[src/rtl/uart_rx_pkg.sv]
package uart_rx_pkg;
  typedef enum logic [1:0] {
    ST_IDLE  = 2'd0,
    ST_START = 2'd1,
    ST_DATA  = 2'd2,
    ST_STOP  = 2'd3
  } rx_state_e;
endpackage

[src/rtl/rxs_line_cond.sv]
// Synchronizer chain followed by a spike filter that only accepts a level
// held for FILT_LEN consecutive sample pulses.
module rxs_line_cond #(
  parameter int SYNC_N   = 2,
  parameter int FILT_LEN = 2
) (
  input  logic clk,
  input  logic rst_n,
  input  logic tick_i,
  input  logic rx_i,
  output logic line_o
);
  localparam int FCNT_W = $clog2(FILT_LEN + 1);

  logic [SYNC_N-1:0] sync_q, sync_d;
  logic              filt_q, filt_d;
  logic [FCNT_W-1:0] fcnt_q, fcnt_d;
  logic              synced;

  assign synced = sync_q[SYNC_N-1];

  // Synchronizer stages, one flop per stage, reset to idle-high.
  for (genvar g = 0; g < SYNC_N; g++) begin : g_sync
    if (g == 0) begin : g_first
      assign sync_d[g] = rx_i;
    end else begin : g_next
      assign sync_d[g] = sync_q[g-1];
    end
  end

  always_comb begin
    filt_d = filt_q;
    fcnt_d = fcnt_q;
    if (tick_i) begin
      if (synced == filt_q) begin
        fcnt_d = '0;
      end else if (fcnt_q == FCNT_W'(FILT_LEN - 1)) begin
        filt_d = synced;
        fcnt_d = '0;
      end else begin
        fcnt_d = fcnt_q + FCNT_W'(1);
      end
    end
  end

  always_ff @(posedge clk or negedge rst_n) begin
    if (!rst_n) begin
      sync_q <= '1;
      filt_q <= 1'b1;
      fcnt_q <= '0;
    end else begin
      sync_q <= sync_d;
      filt_q <= filt_d;
      fcnt_q <= fcnt_d;
    end
  end

  assign line_o = filt_q;
endmodule

[src/rtl/rxs_frame_ctrl.sv]
// Start confirmation, mid-bit sampling, optional ninth bit and stop check.
module rxs_frame_ctrl
  import uart_rx_pkg::*;
#(
  parameter int OSR    = 16,
  parameter int DATA_W = 8
) (
  input  logic              clk,
  input  logic              rst_n,
  input  logic              tick_i,
  input  logic              line_i,
  input  logic              nine_i,
  output logic              valid_o,
  output logic [DATA_W-1:0] data_o,
  output logic              bit9_o,
  output logic              ferr_o
);
  localparam int CNT_W = $clog2(OSR);
  localparam int MID   = OSR / 2;
  localparam int IDX_W = $clog2(DATA_W + 2);

  rx_state_e         state_q, state_d;
  logic [CNT_W-1:0]  cnt_q, cnt_d;
  logic [IDX_W-1:0]  idx_q, idx_d;
  logic [DATA_W:0]   sh_q, sh_d;
  logic              nine_q, nine_d;
  logic              valid_q, valid_d;
  logic [DATA_W-1:0] data_q, data_d;
  logic              b9_q, b9_d;
  logic              ferr_q, ferr_d;
  logic [IDX_W-1:0]  last_idx;
  logic              bit_end;

  assign last_idx = nine_q ? IDX_W'(DATA_W) : IDX_W'(DATA_W - 1);
  assign bit_end  = (cnt_q == CNT_W'(OSR - 1));

  always_comb begin
    state_d = state_q;
    cnt_d   = cnt_q;
    idx_d   = idx_q;
    sh_d    = sh_q;
    nine_d  = nine_q;
    valid_d = 1'b0;
    data_d  = data_q;
    b9_d    = b9_q;
    ferr_d  = ferr_q;
    if (tick_i) begin
      case (state_q)
        ST_IDLE: begin
          if (!line_i) begin
            state_d = ST_START;
            cnt_d   = '0;
            nine_d  = nine_i;
          end
        end
        ST_START: begin
          if (cnt_q == CNT_W'(MID - 1)) begin
            cnt_d   = '0;
            idx_d   = '0;
            state_d = line_i ? ST_IDLE : ST_DATA;
          end else begin
            cnt_d = cnt_q + CNT_W'(1);
          end
        end
        ST_DATA: begin
          if (bit_end) begin
            cnt_d = '0;
            sh_d  = {line_i, sh_q[DATA_W:1]};
            idx_d = idx_q + IDX_W'(1);
            if (idx_q == last_idx) state_d = ST_STOP;
          end else begin
            cnt_d = cnt_q + CNT_W'(1);
          end
        end
        ST_STOP: begin
          if (bit_end) begin
            cnt_d   = '0;
            state_d = ST_IDLE;
            valid_d = 1'b1;
            ferr_d  = !line_i;
            if (nine_q) begin
              data_d = sh_q[DATA_W-1:0];
              b9_d   = sh_q[DATA_W];
            end else begin
              data_d = sh_q[DATA_W:1];
              b9_d   = 1'b0;
            end
          end else begin
            cnt_d = cnt_q + CNT_W'(1);
          end
        end
        default: state_d = ST_IDLE;
      endcase
    end
  end

  always_ff @(posedge clk or negedge rst_n) begin
    if (!rst_n) begin
      state_q <= ST_IDLE;
      cnt_q   <= '0;
      idx_q   <= '0;
      sh_q    <= '0;
      nine_q  <= 1'b0;
      valid_q <= 1'b0;
      data_q  <= '0;
      b9_q    <= 1'b0;
      ferr_q  <= 1'b0;
    end else begin
      state_q <= state_d;
      cnt_q   <= cnt_d;
      idx_q   <= idx_d;
      sh_q    <= sh_d;
      nine_q  <= nine_d;
      valid_q <= valid_d;
      data_q  <= data_d;
      b9_q    <= b9_d;
      ferr_q  <= ferr_d;
    end
  end

  assign valid_o = valid_q;
  assign data_o  = data_q;
  assign bit9_o  = b9_q;
  assign ferr_o  = ferr_q;
endmodule

[src/rtl/uart_oversampled_rx.sv]
module uart_oversampled_rx #(
  parameter int OSR      = 16,
  parameter int FILT_LEN = 2,
  parameter int SYNC_N   = 2,
  parameter int DATA_W   = 8
) (
  input  logic              clk,
  input  logic              rst_n,
  input  logic              sample_en_i,
  input  logic              rx_i,
  input  logic              nine_bit_i,
  output logic              rx_valid_o,
  output logic [DATA_W-1:0] rx_data_o,
  output logic              rx_bit9_o,
  output logic              rx_frame_err_o
);
  logic line_filt;

  rxs_line_cond #(
    .SYNC_N  (SYNC_N),
    .FILT_LEN(FILT_LEN)
  ) i_line_cond (
    .clk   (clk),
    .rst_n (rst_n),
    .tick_i(sample_en_i),
    .rx_i  (rx_i),
    .line_o(line_filt)
  );

  rxs_frame_ctrl #(
    .OSR   (OSR),
    .DATA_W(DATA_W)
  ) i_frame_ctrl (
    .clk    (clk),
    .rst_n  (rst_n),
    .tick_i (sample_en_i),
    .line_i (line_filt),
    .nine_i (nine_bit_i),
    .valid_o(rx_valid_o),
    .data_o (rx_data_o),
    .bit9_o (rx_bit9_o),
    .ferr_o (rx_frame_err_o)
  );
endmodule

[config.mk]
export PLATFORM = sky130hd
export DESIGN_NAME = uart_oversampled_rx
export DESIGN_NICKNAME = d
export VERILOG_FILES = /design/src/rtl/uart_rx_pkg.sv /design/src/rtl/rxs_line_cond.sv /design/src/rtl/rxs_frame_ctrl.sv /design/src/rtl/uart_oversampled_rx.sv
export SDC_FILE = /design/constraint.sdc
export NUM_CORES = 1
export LEC_CHECK = 0
export BUFFER_PORTS_ARGS = -buffer_cell sky130_fd_sc_hd__buf_2
export CORE_UTILIZATION = 57
export CTS_CLUSTER_DIAMETER = 200
export DETAILED_ROUTE_END_ITERATION = 8
export PLACE_DENSITY_LB_ADDON = 0.08
export SYNTH_ARGS = -nofsm -noshare
export SYNTH_HDL_FRONTEND = slang
export SYNTH_SLANG_ARGS = --single-unit
export TNS_END_PERCENT = 30
[constraint.sdc]
create_clock -name clk -period 1.7 [get_ports clk]
set_input_delay 0.255 -clock clk [delete_from_list [all_inputs] [get_ports clk]]
set_output_delay 0.255 -clock clk [all_outputs]
set_load 0.05 [all_outputs]
Yosys cells after proc, flatten, opt, wreduce, memory -nomap -nowiden. Cells that the tools add are included.

Flip-flop bits (word level): 36. Output and inout port bits: 11. Logic and storage cells: 63.

Add/subtract/negate cells: 3. Equal/unequal tests: 13. Mux-type cells: 22. Bitwise gates (word level): 2. Reduce and logical (&&, ||, !) cells: 11.

Operators with widths (number): $mux W4 (6); $mux W2 (8); $pmux W4 S3 (1); $reduce_and A3 Y1 (4); $add A4 B1 Y4 const B (2); $mux W8 (1); $ne A2 B1 Y1 const B (4); $pmux W2 S4 (1); $pmux W4 S2 (1); $reduce_and A6 Y1 (1); $eq A2 B1 Y1 const B (2); $eq A2 B2 Y1 const B (2); $eq A4 B3 Y1 const B (1); $eq A4 B4 Y1 (1); $eq A4 B4 Y1 const B (1); $mux W1 (4); $reduce_and A4 Y1 (1); $add A2 B1 Y2 const B (1); $logic_not A2 Y1 (1); $ne A2 B2 Y1 const B (1); $not A1 Y1 (2); $reduce_and A2 Y1 (1); $reduce_bool A2 Y1 (1); $reduce_or A2 Y1 (1); other kinds (2) (2).

Logic depth before layout (Yosys ltp). Gate-level depths: netlist (run 1).

Depth after elaboration: 5. Depth in mapped cells: 7. Depth with buffers taken out: 5.

Cells and area by module. A second synthesis (run 1) with hierarchy kept.

Cells, all modules: 139. Area, all modules: 1654.1 um2.

By module, submodules not included: rxs_frame_ctrl (instances 1, cells an instance 125, area each 1458.9 um2, seq. area each 775.7 um2); rxs_line_cond (instances 1, cells an instance 14, area each 195.2 um2, seq. area each 128.9 um2).

Worst setup path after synthesis (run 1). Ideal clock, no wire load.

Path kind: reg2reg. Start point: reg i_frame_ctrl.cnt_q[0]. End point: reg i_frame_ctrl.sh_q[0]. Arrival: 1416 ps. Data required time: 1575 ps. Slack: 159 ps. Stages on the path, launching flop included: 5. Path through: dfrtp_1 -> ha_1 -> nand3_2 -> nor3_4 -> mux2_2.

Cells in the longest elaborated chain, start to end: 2.

RTL lines: start, declared (RTL line rxs_frame_ctrl.sv:23) `logic [CNT_W-1:0] cnt_q, cnt_d;`; start signal, assigned (RTL line rxs_frame_ctrl.sv:110) `cnt_q <= cnt_d;`; $eq A4 B4 Y1 (RTL line rxs_frame_ctrl.sv:35) `assign bit_end = (cnt_q == CNT_W'(OSR - 1));`; $reduce_and A3 Y1 (no line); end signal, assigned (RTL line rxs_frame_ctrl.sv:102) `sh_q <= '0;`; end signal, assigned (RTL line rxs_frame_ctrl.sv:112) `sh_q <= sh_d;`; end, declared (RTL line rxs_frame_ctrl.sv:25) `logic [DATA_W:0] sh_q, sh_d;`.

No other way between the ends. A chain may end at the register's enable or synchronous reset.

Worst setup path after layout (run 1).
Start point: reg i_frame_ctrl.cnt_q[0]. End point: reg i_frame_ctrl.sh_q[8].

The elaborated chain is that of the path after synthesis.

==> flow_summary_export.csv, run 1 <==
group,metric,value,unit
global_route,grt_pass1_wl,5112,um
timing,max_freq,632.6,MHz
synthesis,syn-num-nets,155,
synthesis,ys_seq_area_share,54.24,%
global_route,grt_usage,21.11,%
floorplan,dieHeight,56.09,um
setup_path,worstPathArrival,1.81,ns
synthesis,yosys.area.top_type_share,49.51,%
timing,fin_skew,0.01246,ns
floorplan,die_w,56.09,um
timing,setup_viol,0,
finish,final_core_util,69.19,%
timing,setup_ws,0.1193,ns
clock_tree,cts.htree.levels,2,
clock_tree,clock_latency,0.35,ns
setup_path,crit_type,"reg2reg",
flow_run,drv_cap,0,
finish,area_growth,14.40,%
pwr,pwr-share-comb,30.3,%
placed_design,gp_congestion,0.8054,
pwr,intPower,1.631,mW
clock_tree,cts.sinks,36,
synthesis,synth-edff-count,0,
outcome,status,"complete, no violations",
setup_path,cp_cell_sequence,"ha_4 -> nand3_2 -> nor3_4 -> buf_4 -> mux2_2",
timing,relSlewSlack,70.96,%
global_route,gr-total-overflow,0,
finish,antennaDiodeCount,0,
timing,finalHoldViolations,0,
drt,wl_per_cell,13.94,um
floorplan,dieArea,3146,um2
finish,fin_nets,179,
pwr,power_switching,838.7,uW
setup_path,reg2reg_slack,0.12,ns
global_route,grt_pass1_vias,1193,
timing,tightest_slew,0.4356,ns
drt,vias,1173,
synthesis,synthArstFlopShare,100.0,%
placed_design,pre_cts_slack,-0.01150,ns
floorplan,core_area,2758,um2
drt,drc_errors,0,
min_path,hp-class,"in2reg",
setup_path,setup.worst_path.start_class,"register",
global_route,grt_max_degree,37,
synthesis,yosysUniqueCellTypes,39,
setup_path,cp_data_required_time,1.93,ns
timing,period_needed,1.581,ns
setup_path,critical-path-max-stage-delay,0.45,ns
clock_tree,cts_tree,"done",
synthesis,syn_area,1668,um2
synthesis,synthCells,148,
timing,fin_tns_setup,0,ns
synthesis,yosysMostFrequentCell,"dfrtp_1",
synthesis,avgSynthCellArea,11.27,um2
synthesis,synth_top_area_cell,"dfrtp_1",
clock_tree,clkTransAtPathRegs,0.10,ns
drt,totalWireLength,2844,um
floorplan,fp-row-count,19,
drt,drt_iter0_drc,48,
finish,fill_cells,209,
pwr,p_per_area,1294,nW/um2
drt,ant_nets,0,
timing,fin_crit_sh,92.98,%
finish,drive_gt1_share,30.64,%
timing,slew_violations,0,
clock_tree,clockBufferDepth,2,
placed_design,io_buffers,15,
drt,viasPerCell,5.750,
clock_tree,cts_buffers,5,
drt,drt_pass1_iterations,4,
pwr,ir_worst_vdd,0.9190,mV
pwr,seq_power_share,45.5,%
floorplan,ios,16,
floorplan,start_util,60.48,%
synthesis,ys_top_cells_by_count,"33 x dfrtp_1, 16 x nand2_1, 12 x mux2_2, 11 x mux2i_1, 9 x o21ai_1",
synthesis,synth_area_leaders,"dfrtp_1 50%, mux2_2 8.1%, mux2i_1 6.6%, dfstp_2 4.7%, nand2_1 3.6%",
setup_path,worst-path-buf-inv,1,
setup_path,cp_top_family,"flip-flops",
pwr,p_leak,0.9021,nW
synthesis,synth-seq-cells,36,
timing,rsz0062_at_grt,"no",
setup_path,crit_path_top_delay_cell,"dfrtp_1",
pwr,netSwitchingFraction,33.96,%
global_route,antenna_found_initial,0,
setup_path,cp-end-kind,"register",
synthesis,ys.flop_type,"dfrtp_1",
clock_tree,cts-root-buf,"clkbuf_4",
placed_design,dp_hpwl,1976,um
pwr,p_clk_share,24.2,%
setup_path,worstPathMaxFanout,5,
synthesis,yosys_warnings,0,
[power by group through the flow]
stage	Sequential, mW	Clock, mW	Combinational [mW]
after floorplan	1.13	0	0.551
after global placement	1.12	0	0.705
after detailed placement	1.13	0	0.729
after CTS	1.11	0.614	0.737
after global routing	1.14	0.643	0.829
final	1.12	0.597	0.749
[timing repair]
item / CTS / global route
cloned: 0 / 0
pin swaps: 1 / 0
hold buffers: 2 / 0
buffers inserted: 2 / 0
endpoints found under the hold margin: 34 / 0
gates resized for setup: 0 / 2
endpoints found under the setup margin: 9 / 9
[worst reg2reg max path, stage by stage, from the launching register on]
cell and delay, ns:
dfrtp_1 0.45, ha_4 0.18, nand3_2 0.15, nor3_4 0.21
buf_4 0.17, mux2_2 0.33
[logic make-up (layout without fill, tap and decap cells)]
group	after synthesis	after routing	share of synthesized area, %
xor+xnor	3	3	1.576
mux	23	23	14.70
flops	36	36	54.24
compound gates	30	30	11.40
fa+ha+maj	2	2	1.500
buf+inv	11	36	3.451
simple gates	43	43	13.13
[layout by cell type (no fill, tap or decap), types with 2 or more instances in the layout]
cell type	instances
xnor2_1	2
nand3b_1	2
a31oi_1	3
nand2_1	16
clkbuf_4	5
nor3_1	3
a21oi_1	4
dlygate4sd3_1	2
mux2i_1	11
o21ai_1	9
nor2_1	8
buf_4	8
inv_1	3
nand3_1	4
dfrtp_1	33
mux2_2	12
buf_2	15
o21ai_0	6
dfstp_2	3
[routing by layer]
metal	wire length, um	GRT usage, %	vias to the layer above
met5	0	0	-
met4	79	12.20	0
met3	141	6.512	10
met2	1323	31.12	28
met1	1299	27.53	560
li1	-	-	575
[worst paths after layout]
path / start / cells past startpoint / to
hold / removal: nine_bit_i / 2 / i_frame_ctrl.nine_q$_DFFE_PN0P_
max in group asynchronous: rst_n / 3 / i_line_cond.line_o$_DFFE_PN1P_
setup reg to reg: i_frame_ctrl.cnt_q[0]$_DFFE_PN0P_ / 5 / i_frame_ctrl.sh_q[8]$_DFFE_PN0P_
setup / recovery: i_frame_ctrl.cnt_q[0]$_DFFE_PN0P_ / 5 / i_frame_ctrl.sh_q[8]$_DFFE_PN0P_
hold reg to reg: i_line_cond.sync_q[0]$_DFF_PN1_ / 0 / i_line_cond.sync_q[1]$_DFF_PN1_
min in group asynchronous: rst_n / 3 / i_frame_ctrl.idx_q[3]$_DFFE_PN0P_
[final cells by class]
cell class	count	area, um2	share of cell area (%)
Sequential cell	36	904.6	47.41
Clock inverter	3	42.54	2.230
Multi-Input combinational cell	101	718.2	37.64
Timing Repair Buffer	25	155.1	8.131
Tap cell	31	38.79	2.033
Inverter	3	11.26	0.5902
Clock buffer	5	37.54	1.967
[registers in the layout (all words and copies together) (netlist names), named ones only]
register,count
i_frame_ctrl.idx_q,4
i_line_cond.line_o,1
i_frame_ctrl.cnt_q,4
i_frame_ctrl.nine_q,1
i_frame_ctrl.state_q,1
i_frame_ctrl.valid_o,1
i_line_cond.sync_q,2
i_frame_ctrl.ferr_o,1
i_line_cond.fcnt_q,2
i_frame_ctrl.bit9_o,1
i_frame_ctrl.data_o,8
i_frame_ctrl.sh_q,9
[stage by stage]
step	total power [mW]	instance area, um2	hold slack [ns]	std cells
finish	2.470	1908	0.1354	204
global route	2.617	1908	0.1274	204
CTS	2.462	1896	0.1269	204
detailed placement	1.856	1780	0.3201	192
global placement	1.825	1780	0.3071	192
floorplan	1.676	1668	-0.04059	148
Note: power is estimated with default switching activity, not from simulation.
==> inputs of run 2 (changes only) <==
--- a/config.mk
+++ b/config.mk
@@ -12,5 +12,6 @@
 export PLACE_DENSITY_LB_ADDON = 0.08
 export SYNTH_ARGS = -nofsm -noshare
 export SYNTH_HDL_FRONTEND = slang
+export SYNTH_HIERARCHICAL = 1
 export SYNTH_SLANG_ARGS = --single-unit
 export TNS_END_PERCENT = 30
==> run 2 against run 1 <==
  * Area after synthesis shrank 0.83%
  * Global-route usage is 1.3 points lower
  * Critical path depth stayed put
  * Critical endpoint is now i_frame_ctrl/idx_q[1]$_DFFE_PN0P_
==> flow_summary_export.csv, run 2 <==
group,metric,value,unit
outcome,status,"complete, no violations",
floorplan,fp-row-count,19,
placed_design,io_buffers,15,
clock_tree,cts_buffers,5,
flow_run,drv_cap,0,
synthesis,synth_area_leaders,"dfrtp_1 50%, mux2_2 8.9%, mux2i_1 5.4%, dfstp_2 4.8%, a21oi_1 2.7%",
synthesis,synthCells,139,
synthesis,avgSynthCellArea,11.90,um2
floorplan,dieArea,3121,um2
setup_path,cp_data_required_time,1.93,ns
timing,period_needed,1.583,ns
timing,timing.hold.ws,0.1522,ns
setup_path,worstSetupStartpoint,"i_frame_ctrl/cnt_q[0]$_DFFE_PN0P_",
floorplan,die_w,55.87,um
clock_tree,cts-root-buf,"clkbuf_4",
timing,finalHoldViolations,0,
floorplan,ios,16,
setup_path,worstPathArrival,1.81,ns
drt,ant_nets,0,
synthesis,ys.flop_type,"dfrtp_1",
synthesis,synth_top_area_cell,"dfrtp_1",
pwr,p_per_area,1403,nW/um2
timing,setup_viol,0,
drt,drc_errors,0,
finish,fill_cells,222,
setup_path,worstReg2RegEnd,"i_frame_ctrl/idx_q[1]$_DFFE_PN0P_",
setup_path,worstPathMaxFanout,5,
finish,final_core_util,67.74,%
synthesis,synth-seq-cells,36,
global_route,antenna_found_initial,0,
pwr,ir_worst_vdd,1.176,mV
finish,drive_gt1_share,31.71,%
placed_design,placed_cells,185,
setup_path,reg2reg_slack,0.12,ns
pwr,p_leak,0.9308,nW
timing,fin_crit_sh,93.14,%
drt,totalWireLength,2669,um
placed_design,dp_hpwl,1929,um
floorplan,start_util,59.98,%
drt,vias,1090,
timing,fin_skew,0.009877,ns
global_route,grt_usage,19.78,%
setup_path,ff2ff_path_depth,5,
clock_tree,clkTransAtPathRegs,0.10,ns
placed_design,gp_congestion,0.7770,
drt,drt_iter0_drc,20,
setup_path,crit_end,"i_frame_ctrl/idx_q[1]$_DFFE_PN0P_",
synthesis,syn-num-nets,146,
synthesis,synthArstFlopShare,100.0,%
min_path,hp-class,"in2reg",
finish,largest_reg_flops,9,
global_route,grt_pass1_wl,4671,um
clock_tree,clockBufferDepth,2,
timing,max_freq,631.6,MHz
floorplan,core_area,2758,um2
finish,fin_nets,170,
timing,rsz0062_at_grt,"no",
setup_path,crit_type,"reg2reg",
timing,relSlewSlack,70.37,%
drt,viasPerCell,5.590,
finish,final_cells,195,
setup_path,setup.worst_path.start_class,"register",
finish,regMostFlops,"i_frame_ctrl/sh_q",
clock_tree,clock_latency,0.34,ns
timing,tightest_slew,0.4397,ns
timing,fin_tns_setup,0,ns
finish,layout_common_cells,"33 x dfrtp_1, 15 x buf_2, 13 x mux2_2",
clock_tree,postCtsSetupBuffers,0,
finish,final_common_cell,"dfrtp_1",
drt,drt_pass1_iterations,4,
clock_tree,cts.htree.levels,2,
synthesis,syn_area,1654,um2
finish,antennaDiodeCount,0,
synthesis,synth-edff-count,0,
synthesis,yosys_warnings,6,
clock_tree,cts_tree,"done",
synthesis,ys_seq_area_share,54.69,%
setup_path,cp-end-kind,"register",
global_route,grt_pass1_vias,1072,
synthesis,yosysUniqueCellTypes,32,
drt,wl_per_cell,13.69,um
synthesis,yosys.area.top_type_share,49.92,%
synthesis,yosysMostFrequentCell,"dfrtp_1",
floorplan,dieHeight,55.87,um
clock_tree,cts.sinks,36,
timing,slew_violations,0,
global_route,gr-total-overflow,0,
finish,area_growth,12.93,%
global_route,grt_max_degree,20,
setup_path,r2r_start,"i_frame_ctrl/cnt_q[0]$_DFFE_PN0P_",
synthesis,ys_top_cells_by_count,"33 x dfrtp_1, 13 x mux2_2, 11 x nor2_1, 9 x a21oi_1, 9 x mux2i_1",
-- run 2: cell count changes after synthesis, moves of 4 or more --
cell	previous run	this run
a21oi_1	4	9
a22o_1	1	5
nand2_1	16	7
o21ai_1	9	0
-- run 2: repair_timing --
action                                  CTS  global route
hold endpoints to repair                 18             0
resized for setup                         0             2
hold buffers                              2             0
endpoints found under the setup margin    0             1
-- run 2: how the worst min path moves through the flow --
stage | from | to | cells after the start
6_report | nine_bit_i | i_frame_ctrl/nine_q$_DFFE_PN0P_ | 2
5_1_grt | nine_bit_i | i_frame_ctrl/nine_q$_DFFE_PN0P_ | 2
4_1_cts | nine_bit_i | i_frame_ctrl/nine_q$_DFFE_PN0P_ | 2
3_5_place_dp | rst_n | i_frame_ctrl/idx_q[1]$_DFFE_PN0P_ | 1
3_3_place_gp | rst_n | i_frame_ctrl/idx_q[1]$_DFFE_PN0P_ | 1
2_1_floorplan | rst_n | async pin | 0
-- run 2: logic make-up after synthesis --
| group | after synthesis | share of synthesized area, % |
|---|---|---|
| muxes | 23 | 15.20 |
| xor gates and xnor gates | 5 | 2.647 |
| adders and majority gates | 2 | 1.513 |
| DFF | 36 | 54.69 |
| buffers and inverters | 8 | 3.101 |
| AOI/OAI and AO/OA | 25 | 9.834 |
| and+or+nand+nor | 40 | 13.01 |
-- run 2: per-stage QoR --
step                power (mW)  setup slack [ns]  cell area [um2]
floorplan                1.971            0.1800             1654
global placement         2.138            0.1214             1782
detailed placement       2.171           0.06138             1782
CTS                      2.657           0.04963             1863
global route             2.780           0.01858             1868
finish                   2.621            0.1167             1868
-- run 2: power breakdown --
group / total (mW) / leakage, nW / switching, mW / internal, mW
Sequential: 1.27 / 0.478 / 0.229 / 1.04
Clock: 0.469 / 0.0380 / 0.272 / 0.197
Combinational: 0.879 / 0.415 / 0.511 / 0.368
Total: 2.62 / 0.931 / 1.01 / 1.61
-- run 2: area by class of cell --
cell class | count | area (um2) | area share (%)
Clock buffer | 6 | 51.30 | 2.746
Clock inverter | 2 | 10.01 | 0.5358
Inverter | 2 | 7.507 | 0.4019
Multi-Input combinational cell | 95 | 703.2 | 37.64
Sequential cell | 36 | 904.6 | 48.43
Tap cell | 31 | 38.79 | 2.076
Timing Repair Buffer | 23 | 152.6 | 8.171
-- run 2: per-layer routing --
metal | wire length [um] | track usage [%]
met4 | 49 | 7.317
met2 | 1324 | 33.91
met5 | 0 | 0
met1 | 1191 | 22.86
met3 | 103 | 6.977
-- run 2: worst max-delay path, stage by stage, from the launching register on --
cell     delay [ns]
dfrtp_1        0.39
ha_2           0.23
nand4_1        0.17
nor2_2         0.17
mux2_2         0.34
a22o_1         0.18
